===== src/rtl/irqd_pkg.sv =====
package irqd_pkg;

   localparam int ADDR_W   = 12;
   localparam int DATA_W   = 32;
   localparam int PRIV_IDS = 32;
   localparam int SGI_IDS  = 16;
   localparam int PPI_IDS  = PRIV_IDS - SGI_IDS;

   localparam logic [ADDR_W-1:0] A_CTRL = 12'h000;
   localparam logic [ADDR_W-1:0] A_SGI  = 12'h004;

   function automatic logic [ADDR_W-1:0] en_addr(input int w);
      return ADDR_W'(32'h100 + 4 * w);
   endfunction

   function automatic logic [ADDR_W-1:0] prio_addr(input int id);
      return ADDR_W'(32'h400 + 4 * id);
   endfunction

   function automatic logic [ADDR_W-1:0] tgt_addr(input int id);
      return ADDR_W'(32'h800 + 4 * id);
   endfunction

endpackage


===== src/rtl/irqd_regs.sv =====
module irqd_regs
   import irqd_pkg::*;
#(
   parameter int NUM_CORES = 2,
   parameter int NUM_IDS   = 64,
   parameter int PRIO_W    = 8,
   parameter int CORE_W    = 1,
   localparam int NUM_SHR  = NUM_IDS - PRIV_IDS
) (
   input  logic                                  clk,
   input  logic                                  rst_n,
   input  logic                                  we,
   input  logic [ADDR_W-1:0]                     addr,
   input  logic [DATA_W-1:0]                     wdata,
   input  logic [CORE_W-1:0]                     master,
   output logic                                  glob_en,
   output logic [NUM_CORES-1:0][PRIV_IDS-1:0]    en_priv,
   output logic [NUM_SHR-1:0]                    en_shr,
   output logic [NUM_IDS-1:0][PRIO_W-1:0]        prio,
   output logic [NUM_SHR-1:0][NUM_CORES-1:0]     tgt,
   output logic [DATA_W-1:0]                     rdata
);

   always_ff @(posedge clk or negedge rst_n) begin
      if (!rst_n) begin
         glob_en <= 1'b0;
         en_priv <= '0;
         en_shr  <= '0;
         prio    <= '0;
         tgt     <= '0;
      end else if (we) begin
         if (addr == A_CTRL) begin
            glob_en <= wdata[0];
         end
         for (int c = 0; c < NUM_CORES; c++) begin
            if (addr == en_addr(0) && int'(master) == c) begin
               en_priv[c] <= wdata;
            end
         end
         for (int s = 0; s < NUM_SHR; s++) begin
            if (addr == en_addr(1 + s / 32)) begin
               en_shr[s] <= wdata[s % 32];
            end
         end
         for (int i = 0; i < NUM_IDS; i++) begin
            if (addr == prio_addr(i)) begin
               prio[i] <= wdata[PRIO_W-1:0];
            end
         end
         for (int s = 0; s < NUM_SHR; s++) begin
            if (addr == tgt_addr(PRIV_IDS + s)) begin
               tgt[s] <= wdata[NUM_CORES-1:0];
            end
         end
      end
   end

   always_comb begin
      rdata = '0;
      if (addr == A_CTRL) begin
         rdata[0] = glob_en;
      end
      for (int c = 0; c < NUM_CORES; c++) begin
         if (addr == en_addr(0) && int'(master) == c) begin
            rdata = en_priv[c];
         end
      end
      for (int s = 0; s < NUM_SHR; s++) begin
         if (addr == en_addr(1 + s / 32)) begin
            rdata[s % 32] = en_shr[s];
         end
      end
      for (int i = 0; i < NUM_IDS; i++) begin
         if (addr == prio_addr(i)) begin
            rdata[PRIO_W-1:0] = prio[i];
         end
      end
      for (int s = 0; s < NUM_SHR; s++) begin
         if (addr == tgt_addr(PRIV_IDS + s)) begin
            rdata[NUM_CORES-1:0] = tgt[s];
         end
      end
   end

endmodule


===== src/rtl/irqd_core.sv =====
module irqd_core
   import irqd_pkg::*;
#(
   parameter int NUM_IDS  = 64,
   parameter int CORE_W   = 1,
   parameter int ID_W     = 6,
   localparam int NUM_SHR = NUM_IDS - PRIV_IDS
) (
   input  logic                             clk,
   input  logic                             rst_n,
   input  logic                             glob_en,
   input  logic [PRIV_IDS-1:0]              en_priv,
   input  logic [NUM_SHR-1:0]               en_shr,
   input  logic [NUM_SHR-1:0]               tgt_me,
   input  logic [PPI_IDS-1:0]               ppi,
   input  logic [NUM_SHR-1:0]               spi,
   input  logic [NUM_SHR-1:0]               shr_active,
   input  logic                             sgi_set,
   input  logic [3:0]                       sgi_id,
   input  logic [CORE_W-1:0]                sgi_master,
   input  logic                             ack_vld,
   input  logic [ID_W-1:0]                  ack_id,
   input  logic                             eoi_vld,
   input  logic [ID_W-1:0]                  eoi_id,
   output logic [NUM_IDS-1:0]               fwd,
   output logic [NUM_SHR-1:0]               shr_ack,
   output logic [NUM_SHR-1:0]               shr_eoi,
   output logic [SGI_IDS-1:0][CORE_W-1:0]   sgi_src
);

   logic [SGI_IDS-1:0]     sgi_pend;
   logic [PPI_IDS-1:0]     ppi_act;
   logic [NUM_IDS-1:0]     pend;
   logic [NUM_IDS-1:0]     gate;
   logic                   ack_in;
   logic [NUM_IDS-1:0]     ack_hit;
   logic [NUM_IDS-1:SGI_IDS] eoi_hit;

   always_comb begin
      for (int i = 0; i < SGI_IDS; i++) begin
         pend[i] = sgi_pend[i];
         gate[i] = en_priv[i];
      end
      for (int i = 0; i < PPI_IDS; i++) begin
         pend[SGI_IDS+i] = ppi[i] & ~ppi_act[i];
         gate[SGI_IDS+i] = en_priv[SGI_IDS+i];
      end
      for (int s = 0; s < NUM_SHR; s++) begin
         pend[PRIV_IDS+s] = spi[s] & ~shr_active[s];
         gate[PRIV_IDS+s] = en_shr[s] & tgt_me[s];
      end
   end

   assign fwd    = glob_en ? (pend & gate) : '0;
   assign ack_in = ack_vld && (int'(ack_id) < NUM_IDS) && fwd[ack_id];

   always_comb begin
      for (int i = 0; i < NUM_IDS; i++) begin
         ack_hit[i] = ack_in && (ack_id == ID_W'(i));
      end
      for (int i = SGI_IDS; i < NUM_IDS; i++) begin
         eoi_hit[i] = eoi_vld && (eoi_id == ID_W'(i));
      end
      for (int s = 0; s < NUM_SHR; s++) begin
         shr_ack[s] = ack_hit[PRIV_IDS+s];
         shr_eoi[s] = eoi_hit[PRIV_IDS+s];
      end
   end

   always_ff @(posedge clk or negedge rst_n) begin
      if (!rst_n) begin
         sgi_pend <= '0;
         sgi_src  <= '0;
         ppi_act  <= '0;
      end else begin
         for (int i = 0; i < SGI_IDS; i++) begin
            if (ack_hit[i]) begin
               sgi_pend[i] <= 1'b0;
            end
            if (sgi_set && sgi_id == 4'(i)) begin
               sgi_pend[i] <= 1'b1;
               sgi_src[i]  <= sgi_master;
            end
         end
         for (int i = 0; i < PPI_IDS; i++) begin
            if (eoi_hit[SGI_IDS+i]) begin
               ppi_act[i] <= 1'b0;
            end
            if (ack_hit[SGI_IDS+i]) begin
               ppi_act[i] <= 1'b1;
            end
         end
      end
   end

endmodule


===== src/rtl/irqd_pick.sv =====
module irqd_pick #(
   parameter int NUM_IDS = 64,
   parameter int PRIO_W  = 8,
   parameter int ID_W    = 6
) (
   input  logic [NUM_IDS-1:0]              req,
   input  logic [NUM_IDS-1:0][PRIO_W-1:0]  prio,
   output logic                            vld,
   output logic [ID_W-1:0]                 id
);

   logic [PRIO_W-1:0] best;

   always_comb begin
      vld  = 1'b0;
      id   = '0;
      best = '1;
      for (int i = 0; i < NUM_IDS; i++) begin
         if (req[i] && (!vld || prio[i] < best)) begin
            vld  = 1'b1;
            id   = ID_W'(i);
            best = prio[i];
         end
      end
   end

endmodule


===== src/rtl/irq_distributor.sv =====
module irq_distributor
   import irqd_pkg::*;
#(
   parameter int NUM_CORES = 2,
   parameter int NUM_IDS   = 64,
   parameter int PRIO_W    = 8,
   localparam int CORE_W   = (NUM_CORES > 1) ? $clog2(NUM_CORES) : 1,
   localparam int ID_W     = $clog2(NUM_IDS),
   localparam int NUM_SHR  = NUM_IDS - PRIV_IDS
) (
   input  logic                              clk,
   input  logic                              rst_n,
   input  logic                              reg_we,
   input  logic [ADDR_W-1:0]                 reg_addr,
   input  logic [DATA_W-1:0]                 reg_wdata,
   input  logic [CORE_W-1:0]                 reg_master,
   output logic [DATA_W-1:0]                 reg_rdata,
   input  logic [NUM_CORES*PPI_IDS-1:0]      ppi_in,
   input  logic [NUM_SHR-1:0]                spi_in,
   input  logic [NUM_CORES-1:0]              ack_vld,
   input  logic [NUM_CORES*ID_W-1:0]         ack_id,
   input  logic [NUM_CORES-1:0]              eoi_vld,
   input  logic [NUM_CORES*ID_W-1:0]         eoi_id,
   output logic [NUM_CORES*NUM_IDS-1:0]      fwd_o,
   output logic [NUM_CORES-1:0]              best_vld_o,
   output logic [NUM_CORES*ID_W-1:0]         best_id_o,
   output logic [NUM_CORES*SGI_IDS*CORE_W-1:0] sgi_src_o
);

   if (NUM_CORES < 1 || NUM_CORES > 8) begin : g_bad_cores
      $error("irq_distributor: NUM_CORES must be 1..8");
   end
   if (NUM_IDS <= PRIV_IDS || NUM_IDS > 256) begin : g_bad_ids
      $error("irq_distributor: NUM_IDS must be 33..256");
   end
   if (PRIO_W < 1 || PRIO_W > 8) begin : g_bad_prio
      $error("irq_distributor: PRIO_W must be 1..8");
   end

   logic                                    glob_en;
   logic [NUM_CORES-1:0][PRIV_IDS-1:0]      en_priv;
   logic [NUM_SHR-1:0]                      en_shr;
   logic [NUM_IDS-1:0][PRIO_W-1:0]          prio;
   logic [NUM_SHR-1:0][NUM_CORES-1:0]       tgt;
   logic [NUM_CORES-1:0][NUM_SHR-1:0]       tgt_col;
   logic [NUM_CORES-1:0][NUM_SHR-1:0]       shr_ack;
   logic [NUM_CORES-1:0][NUM_SHR-1:0]       shr_eoi;
   logic [NUM_SHR-1:0]                      shr_ack_any;
   logic [NUM_SHR-1:0]                      shr_eoi_any;
   logic [NUM_SHR-1:0]                      shr_active;
   logic                                    sgi_wr;

   assign sgi_wr = reg_we && (reg_addr == A_SGI);

   irqd_regs #(
      .NUM_CORES (NUM_CORES),
      .NUM_IDS   (NUM_IDS),
      .PRIO_W    (PRIO_W),
      .CORE_W    (CORE_W)
   ) u_regs (
      .clk     (clk),
      .rst_n   (rst_n),
      .we      (reg_we),
      .addr    (reg_addr),
      .wdata   (reg_wdata),
      .master  (reg_master),
      .glob_en (glob_en),
      .en_priv (en_priv),
      .en_shr  (en_shr),
      .prio    (prio),
      .tgt     (tgt),
      .rdata   (reg_rdata)
   );

   always_comb begin
      for (int c = 0; c < NUM_CORES; c++) begin
         for (int s = 0; s < NUM_SHR; s++) begin
            tgt_col[c][s] = tgt[s][c];
         end
      end
      for (int s = 0; s < NUM_SHR; s++) begin
         shr_ack_any[s] = 1'b0;
         shr_eoi_any[s] = 1'b0;
         for (int c = 0; c < NUM_CORES; c++) begin
            shr_ack_any[s] = shr_ack_any[s] | shr_ack[c][s];
            shr_eoi_any[s] = shr_eoi_any[s] | shr_eoi[c][s];
         end
      end
   end

   always_ff @(posedge clk or negedge rst_n) begin
      if (!rst_n) begin
         shr_active <= '0;
      end else begin
         for (int s = 0; s < NUM_SHR; s++) begin
            if (shr_eoi_any[s]) begin
               shr_active[s] <= 1'b0;
            end
            if (shr_ack_any[s]) begin
               shr_active[s] <= 1'b1;
            end
         end
      end
   end

   for (genvar c = 0; c < NUM_CORES; c++) begin : g_core
      logic [SGI_IDS-1:0][CORE_W-1:0] src_c;

      irqd_core #(
         .NUM_IDS (NUM_IDS),
         .CORE_W  (CORE_W),
         .ID_W    (ID_W)
      ) u_core (
         .clk        (clk),
         .rst_n      (rst_n),
         .glob_en    (glob_en),
         .en_priv    (en_priv[c]),
         .en_shr     (en_shr),
         .tgt_me     (tgt_col[c]),
         .ppi        (ppi_in[c*PPI_IDS +: PPI_IDS]),
         .spi        (spi_in),
         .shr_active (shr_active),
         .sgi_set    (sgi_wr && reg_wdata[16+c]),
         .sgi_id     (reg_wdata[3:0]),
         .sgi_master (reg_master),
         .ack_vld    (ack_vld[c]),
         .ack_id     (ack_id[c*ID_W +: ID_W]),
         .eoi_vld    (eoi_vld[c]),
         .eoi_id     (eoi_id[c*ID_W +: ID_W]),
         .fwd        (fwd_o[c*NUM_IDS +: NUM_IDS]),
         .shr_ack    (shr_ack[c]),
         .shr_eoi    (shr_eoi[c]),
         .sgi_src    (src_c)
      );

      assign sgi_src_o[c*SGI_IDS*CORE_W +: SGI_IDS*CORE_W] = src_c;

      irqd_pick #(
         .NUM_IDS (NUM_IDS),
         .PRIO_W  (PRIO_W),
         .ID_W    (ID_W)
      ) u_pick (
         .req  (fwd_o[c*NUM_IDS +: NUM_IDS]),
         .prio (prio),
         .vld  (best_vld_o[c]),
         .id   (best_id_o[c*ID_W +: ID_W])
      );
   end

endmodule


===== config.mk =====
export PLATFORM = sky130hd
export DESIGN_NAME = irq_distributor
export DESIGN_NICKNAME = d
export VERILOG_FILES = /design/src/rtl/irqd_pkg.sv /design/src/rtl/irqd_regs.sv /design/src/rtl/irqd_core.sv /design/src/rtl/irqd_pick.sv /design/src/rtl/irq_distributor.sv
export SDC_FILE = /design/constraint.sdc
export NUM_CORES = 2
export LEC_CHECK = 0
export BUFFER_PORTS_ARGS = -buffer_cell sky130_fd_sc_hd__buf_4
export CAP_MARGIN = 15
export CELL_PAD_IN_SITES_DETAIL_PLACEMENT = 0
export CELL_PAD_IN_SITES_GLOBAL_PLACEMENT = 1
export CORE_ASPECT_RATIO = 1.25
export CORE_UTILIZATION = 25
export CTS_BUF_LIST = sky130_fd_sc_hd__clkbuf_4 sky130_fd_sc_hd__clkbuf_8
export CTS_CLUSTER_DIAMETER = 150
export DETAILED_ROUTE_END_ITERATION = 10
export PLACE_DENSITY = 0.48
export SYNTH_ARGS = -nofsm -noshare
export SYNTH_HDL_FRONTEND = slang
export SYNTH_SLANG_ARGS = --single-unit

===== constraint.sdc =====
create_clock -name clk -period 137.2 [get_ports clk]
set_input_delay 20.58 -clock clk [delete_from_list [all_inputs] [get_ports clk]]
set_output_delay 20.58 -clock clk [all_outputs]
set_load 0.005 [all_outputs]

### Yosys cells after proc, flatten, opt, wreduce, memory -nomap -nowiden

Cells that the tools add are included.

| cells by class | value |
|---|---|
| reduce and logical (&&, ||, !) cells | 841 |
| div/mod/pow operators | 0 |
| equal/unequal tests | 336 |
| bitwise operators | 259 |
| add/subtract/negate cells | 0 |
| order comparisons | 128 |
| shift-type cells | 0 |
| mux-type cells | 709 |
| multipliers | 0 |

Operator list:

| kind | number |
|---|---|
| 8-bit 2-to-1 mux | 190 |
| 8-bit less-than comparator | 126 |
| 12-bit by 11-bit == test with 1-bit output, second input constant | 64 |
| 6-bit == test, second input constant | 128 |
| 1-bit logical AND | 389 |
| 12-bit == test, second input constant | 32 |
| 6-bit by 5-bit == test with 1-bit output, second input constant | 64 |
| 6-bit 2-to-1 mux | 64 |
| 1-bit 2-to-1 mux | 357 |
| 2-bit AND reduction | 100 |
| 2-bit nonzero test | 96 |
| 5-bit 2-to-1 mux | 32 |
| 1-bit AND | 128 |
| 64-bit AND | 2 |
| 64-bit 2-to-1 mux | 2 |
| 1-bit zero test | 126 |
| 1-bit logical OR | 126 |
| 6-bit by 4-bit == test with 1-bit output, second input constant | 16 |
| 2-bit 2-to-1 mux | 36 |
| 1-bit inverter | 65 |
| 32-bit 2-to-1 mux | 2 |
| 4-bit 2-to-1 mux | 16 |
| 1-bit OR | 64 |
| 6-bit by 3-bit == test with 1-bit output, second input constant | 8 |
| other kinds (14) | 40 |

| storage, ports and cells | value |
|---|---|
| ROM bits | 0 |
| register bits | 801 |
| latch bits | 0 |
| memory bits (writable) | 0 |
| memories kept | 0 |
| word-level logic and storage cells | 2501 |

### Logic depth before layout (Yosys ltp)

| depth | value |
|---|---|
| depth after elaboration | 257 |
| depth in mapped cells | 743 |

### Cells and area by module

Synthesis repeated with hierarchy kept, for this count alone.

| unflattened totals | value |
|---|---|
| cell total of the unflattened synthesis | 11186 |
| area total of the unflattened synthesis | 91801.8 um^2 |

By module, submodules not included:

| module | area each (um^2) | cells an instance | times used |
|---|---|---|---|
| irqd_regs | 33679.8 | 2903 | 1 |
| irqd_pick (g_core[0].u_pick) | 24702.4 | 3580 | 1 |
| irqd_pick (g_core[1].u_pick) | 24257.0 | 3584 | 1 |
| irqd_core | 3951.3 | 508 | 2 |
| irq_distributor | 1260.0 | 103 | 1 |

### Worst setup path before layout

OpenSTA, ideal clock, no wires.

| timing path | value |
|---|---|
| kind | register to output |
| start point | register u_regs.glob_en |
| end point | output port best_id_o[6] |
| path buffers | 72 |
| arrival time | 116.650 ns |
| cell stages (with the launch flop) | 687 |
| setup slack | -0.030 ns |
| cells stage by stage | dfrtp_1 -> buf_6 -> nand3_4 -> buf_6 -> nor2_1 -> ha_1 -> nand2_1 -> o211ai_1 -> a21oi_1 -> a21oi_1 -> buf_6 -> nor2_1 -> a21oi_1 -> inv_1 -> ha_1 -> and4_1 -> o31a_1 -> nor2_1 -> (+651 left out) -> nand2_1 -> o21ai_1 -> ha_1 -> a21o_1 -> a21o_1 -> a21oi_1 -> o21ai_0 -> a21oi_1 -> nand2b_4 -> buf_8 -> mux2_4 -> ha_1 -> or3_2 -> a2111oi_0 -> o21ai_1 -> o41ai_1 -> o211ai_1 -> nand2_1 |

| between the ends | value |
|---|---|
| word-level cells in the longest chain between the ends | 254 |

RTL lines:

| element | line | text |
|---|---|---|
| start, declared | irqd_regs.sv:16 | `output logic glob_en,` |
| start signal, assigned | irqd_regs.sv:33 | `glob_en <= wdata[0];` |
| 64-bit 2-to-1 mux * | irqd_core.sv:54 | `assign fwd = glob_en ? (pend & gate) : '0;` |
| 8-bit 2-to-1 mux / 1-bit 2-to-1 mux (equally long branches) | irqd_pick.sv:19 | `if (req[i] && (!vld \|\| prio[i] < best)) begin` |
| 8-bit less-than comparator / 1-bit zero test (equally long branches) | irqd_pick.sv:19 |  |
| 1-bit logical OR | irqd_pick.sv:19 |  |
| 1-bit logical AND | irqd_pick.sv:19 |  |
| 8-bit 2-to-1 mux / 1-bit 2-to-1 mux (equally long branches) | irqd_pick.sv:19 |  |
| 8-bit less-than comparator / 1-bit zero test (equally long branches) | irqd_pick.sv:19 |  |
| 1-bit logical OR | irqd_pick.sv:19 |  |
| (+238 left out) | -- |  |
| 8-bit less-than comparator / 1-bit zero test (equally long branches) | irqd_pick.sv:19 |  |
| 1-bit logical OR | irqd_pick.sv:19 |  |
| 1-bit logical AND | irqd_pick.sv:19 |  |
| 8-bit 2-to-1 mux / 1-bit 2-to-1 mux (equally long branches) | irqd_pick.sv:19 |  |
| 8-bit less-than comparator / 1-bit zero test (equally long branches) | irqd_pick.sv:19 |  |
| 1-bit logical OR | irqd_pick.sv:19 |  |
| 1-bit logical AND | irqd_pick.sv:19 |  |
| 6-bit 2-to-1 mux * | irqd_pick.sv:19 |  |
| end, declared | irq_distributor.sv:26 | `output logic [NUM_CORES*ID_W-1:0] best_id_o,` |

Every way passes the cells marked *; elsewhere a longest branch is shown, timed or not.

### Final worst setup path

| timing path | value |
|---|---|
| start point | register u_regs.glob_en |
| end point | output port best_id_o[9] |

Same word-level chain as after synthesis.

==> flow_results.org <==
** Floorplanning
- 346 I/O pins were placed.
- Horizontal die dimension :: 532.7 µm
- Core footprint :: 0.3503 mm²
- Total die area :: 0.3545 mm²
- The floorplan has 243 rows.
- Starting Density :: 25.13%
- Height of the chip :: 665.4 µm

** STA
- The final-report hold violation count was 0.
- Tightest hold margin :: 480.0 ps
- On the final layout, the worst clock skew is 73.72 ps.
- At the pin with the least slew margin, the transition time is 1238 ps.
- Slew Viols, Final :: 0
- Setup repair after global routing could not meet its margin everywhere.
- Setup total negative slack on the finished layout was measured at 0 ps.
- The final critical path takes up 97.70% of the cycle.
- Based on the critical path, the design can be clocked at up to 7.460 MHz.
- Once routing completed, OpenROAD measured the worst setup slack at 3153 ps.
- The clock period could shrink to 134050 ps.
- Final setup violation count :: 0
- Headroom to the max-slew limit came out at 16.73%.

** Place
- Port buffer count :: 345
- Pre-CTS setup slack :: -11990 ps
- Final estimated routing congestion in global placement :: 0.9799
- The HPWL after detailed placement is 440400 µm.
- Area of placed instances :: 0.1050 mm²
- Counting tap cells, the placed design contains a total of 16620 instances.

** Worst setup path
- Critical path's most frequent cell :: ha_1
- Across all register-to-register paths, the minimum setup slack is 130780 ps.
- CP Capture Type :: primary output
- Along the worst path, the maximum fanout reaches 9.
- Together, buffers and inverters on the worst path number 68.
- The critical path is of the flip-flop to primary output type.
- Worst path required time :: 116620 ps
- In this design, the largest share of critical-path delay is due to compound AO/OA/AOI/OAI gates.
- In this design, the stage delay of the slowest critical-path cell is 500 ps.
- Worst endpoint data arrival time :: 113470 ps
- Cell at the slowest stage of the critical path :: dfrtp_4
- STA classifies the critical path startpoint as a flip-flop.

** Synthesis
- Share of flip-flops with an asynchronous set or reset after synthesis :: 100.0%
- Sequential-to-total area share from yosys stat :: 22.77%
- Post-synth cell types :: 208
- Summing the areas of all fa, ha and maj instances in the mapped netlist gives 9.505% of the synthesized area.
- Area share of and/or/nand/nor cells after synthesis :: 19.47%
- Largest family of logic cells by synthesized area :: compound AO/OA/AOI/OAI gates
- Post-synthesis instance area :: 0.08802 mm²
- Number of synthesized flops with an enable pin :: 0
- Number of instances in the synthesized netlist :: 10460
- After Yosys synthesis, XOR and XNOR cells account for 0.5643% of the synthesized area.
- Synthesis produced a netlist with a net count of 11240.
- Summing the areas of all compound-gate instances in the mapped netlist gives 26.18% of the synthesized area.
- Register bit count reported by yosys :: 801
- Prevailing post-synth register cell :: dfrtp_1
- Syn. warnings :: 0
- Synth Area per Inst :: 8.412 µm²
- Proportion of synthesized area in mux cells :: 14.25%

** Cells and area
- Final net count :: 13330
- After filler insertion, the fill cell instance count of the layout stands at 36970.
- Once layout is done, the placed cells without fillers occupy 0.1175 mm².
- Share of final-layout standard cells stronger than drive strength 1 :: 40.45%
- Once layout is complete, the utilization of the core stands at 33.55%.
- Area overhead of the layout relative to synthesis :: 33.49%
- Excluding fillers, the count of instances in the completed layout stands at 17350.

** Power and ir drop
- In this run, the clock network consumes 47.7% of the power.
- Internal :: 0.3931 mW
- In this run the power density over the cells is 4.680 mW/mm².
- Reg power frac :: 45.4%
- Total power after layout :: 0.5498 mW
- The share of total power dissipated in combinational logic is 7.0%.
- VDD IR max :: 0.007936 mV
- Switching power share of the total :: 28.50%
- Switching power summed over all nets :: 0.1567 mW
- The analysis attributes to cell leakage a power of 57.83 nW.

** Hold path
- Hold crit path type :: flip-flop to flip-flop

** Global routing
- The via count of the first global-routing pass was 95970.
- The number of antenna violations at the first check in global routing came to 90.
- Global-route wire length before repair :: 742800 µm
- After global routing the overflow that remains totals 0.
- Pin count of the biggest net entering global routing :: 156
- Aggregate global-route resource usage :: 29.26%

** CTS
- TritonCTS built the clock tree.
- Total number of clock tree sinks :: 801
- In this run the clock root is driven by a clkbuf_8.
- TritonCTS buffer count :: 153
- The later pin in the worst-skew pair is clocked with a latency of 970 ps.
- Max Buffers Root-to-Sink :: 4
- Hold bufs inserted after CTS :: 0
- After clock tree synthesis, the clock-pin slew on the worst setup and hold paths is 60 ps.
- Level count of the clock H-tree :: 4

** Routing
- The first routing iteration left 7886 violations.
- Dividing the detail-routed wire length by the instance count gives 31.44 µm.
- Mean number of vias per cell :: 5.601
- Residual antenna-violating net count after detailed routing :: 0
- Number of DRC violations after detailed routing :: 32
- Initial DRT Pass Iterations :: 11
- Total number of vias :: 97190
- WL final :: 545600 µm

** Job
- Max Cap Violations :: 0

** Run status
- The final reports fail on DRC.
- The run finished, with violations left.
-- power by group through the flow --
stage	combinational, mW	clock, mW	sequential [mW]
3_3_place_gp	0.0369	0	0.253
6_report	0.0383	0.262	0.249
4_1_cts	0.0374	0.266	0.249
5_1_grt	0.0400	0.275	0.249
3_5_place_dp	0.0372	0	0.253
2_1_floorplan	0.0156	0	0.247
-- worst paths after layout --
| check | start | end | cells past startpoint |
|---|---|---|---|
| max | u_regs.glob_en$_DFFE_PN0P_ | best_id_o[9] | 646 |
| min | shr_active[5]$_DFFE_PN0P_ | shr_active[5]$_DFFE_PN0P_ | 2 |
| max reg2reg | u_regs.glob_en$_DFFE_PN0P_ | g_core[0].u_core.sgi_pend[6]$_DFFE_PN0P_ | 15 |
| min reg2reg | shr_active[5]$_DFFE_PN0P_ | shr_active[5]$_DFFE_PN0P_ | 2 |
| max in group asynchronous | rst_n | u_regs.prio[139]$_DFFE_PN0P_ | 5 |
| min in group asynchronous | rst_n | u_regs.prio[424]$_DFFE_PN0P_ | 1 |
-- routing by layer --
metal  global-route usage (%)  routed length [µm]  vias to the layer above
met5                        0                 452                        -
met2                    50.75              261600                     3445
met4                    17.48               39320                       68
li1                         -                   -                    43510
met3                    5.214               34100                     1115
met1                    33.42              210100                    49050
-- placed cells by master, fill, tap and decap left out, types with 136 or more instances in the layout --
cell      netlist  layout
a21o_1        184     183
a21oi_1       699     490
a21oi_2        15     201
a22oi_1       174     174
buf_4          50    2357
clkbuf_8      143     182
dfrtp_1       801     800
ha_1          638     559
inv_1         557     516
mux2_2        784     762
mux2i_1       253     194
nand2_1      1168    1105
nand3_1       257     239
nand4_1       143     143
nor2_1        853     757
nor3_1        193     174
o21ai_0       759     494
o21ai_1        65     196
o21ai_2        18     136
-- sequential cells by signal, indices dropped and copies added (netlist names) --
name                    count
g_core.u_core.ppi_act      32
u_regs.glob_en              1
g_core.u_core.sgi_pend     32
shr_active                 32
u_regs.tgt                 64
u_regs.prio               512
u_regs.en_priv             64
u_regs.en_shr              32
g_core.u_core.sgi_src      32
-- synthesized netlist by cell type, drive strengths merged, types with 37 or more instances --
cell	count	share of area, %
and4b	52	0.60
ha	638	9.1
and2	110	0.86
a211oi	92	0.95
or2	68	0.49
a221oi	79	0.90
or3	53	0.44
o22ai	56	0.42
nand4	144	1.0
o21ai	848	5.0
nand2b	48	0.36
a211o	40	0.42
buf	142	1.4
dfrtp	801	23
a31oi	144	1.2
nor2	869	3.8
a21o	211	1.9
o211ai	111	1.1
a22oi	177	1.5
o21a	91	0.84
o221ai	69	0.73
nor3	200	1.2
nor2b	81	0.58
o31ai	98	0.92
nand2	1184	5.1
mux2i	273	3.2
and3	103	0.80
maj3	37	0.44
a21oi	720	4.2
and4	65	0.67
clkbuf	372	3.2
inv	561	2.4
mux2	838	11
xnor2	44	0.45
nor4	55	0.43
nand3	268	1.6
-- final cells by class --
class	count	area [µm²]	area share, %
Multi-Input combinational cell	8601	67600	57.53
Inverter	566	2130	1.812
Antenna cell	48	120.1	0.1022
Timing Repair Buffer	2431	18650	15.87
Sequential cell	801	20050	17.06
Clock inverter	24	297.8	0.2534
Tap cell	4655	5824	4.957
Clock buffer	225	2828	2.407
-- logic make-up (layout without fill, tap and decap cells) --
kind of cell | Yosys count | count (layout)
muxes | 1117 | 1119
other | 0 | 48
adders and majority gates | 675 | 675
and+or+nand+nor | 3452 | 3462
xor gates and xnor gates | 55 | 55
buffers and inverters | 1096 | 3246
AOI/OAI and AO/OA | 3268 | 3290
DFF | 801 | 801
-- worst reg2reg max path, delay by kind of cell, from the launching register on --
kind,cells,cell delay (ps)
flip-flops,1,430
AO/OA/AOI/OAI,5,1460
buffers and inverters,3,1120
AND/OR/NAND/NOR,6,2570
multiplexers,1,720
-- what timing repair did --
item,4_1_cts,5_1_grt
pin swaps,115,461
buffers inserted,139,254
endpoints found under the setup margin,12,12
resized for setup,459,1086
cloned,19,22
No activity file was read; power rests on OpenSTA's default activity.
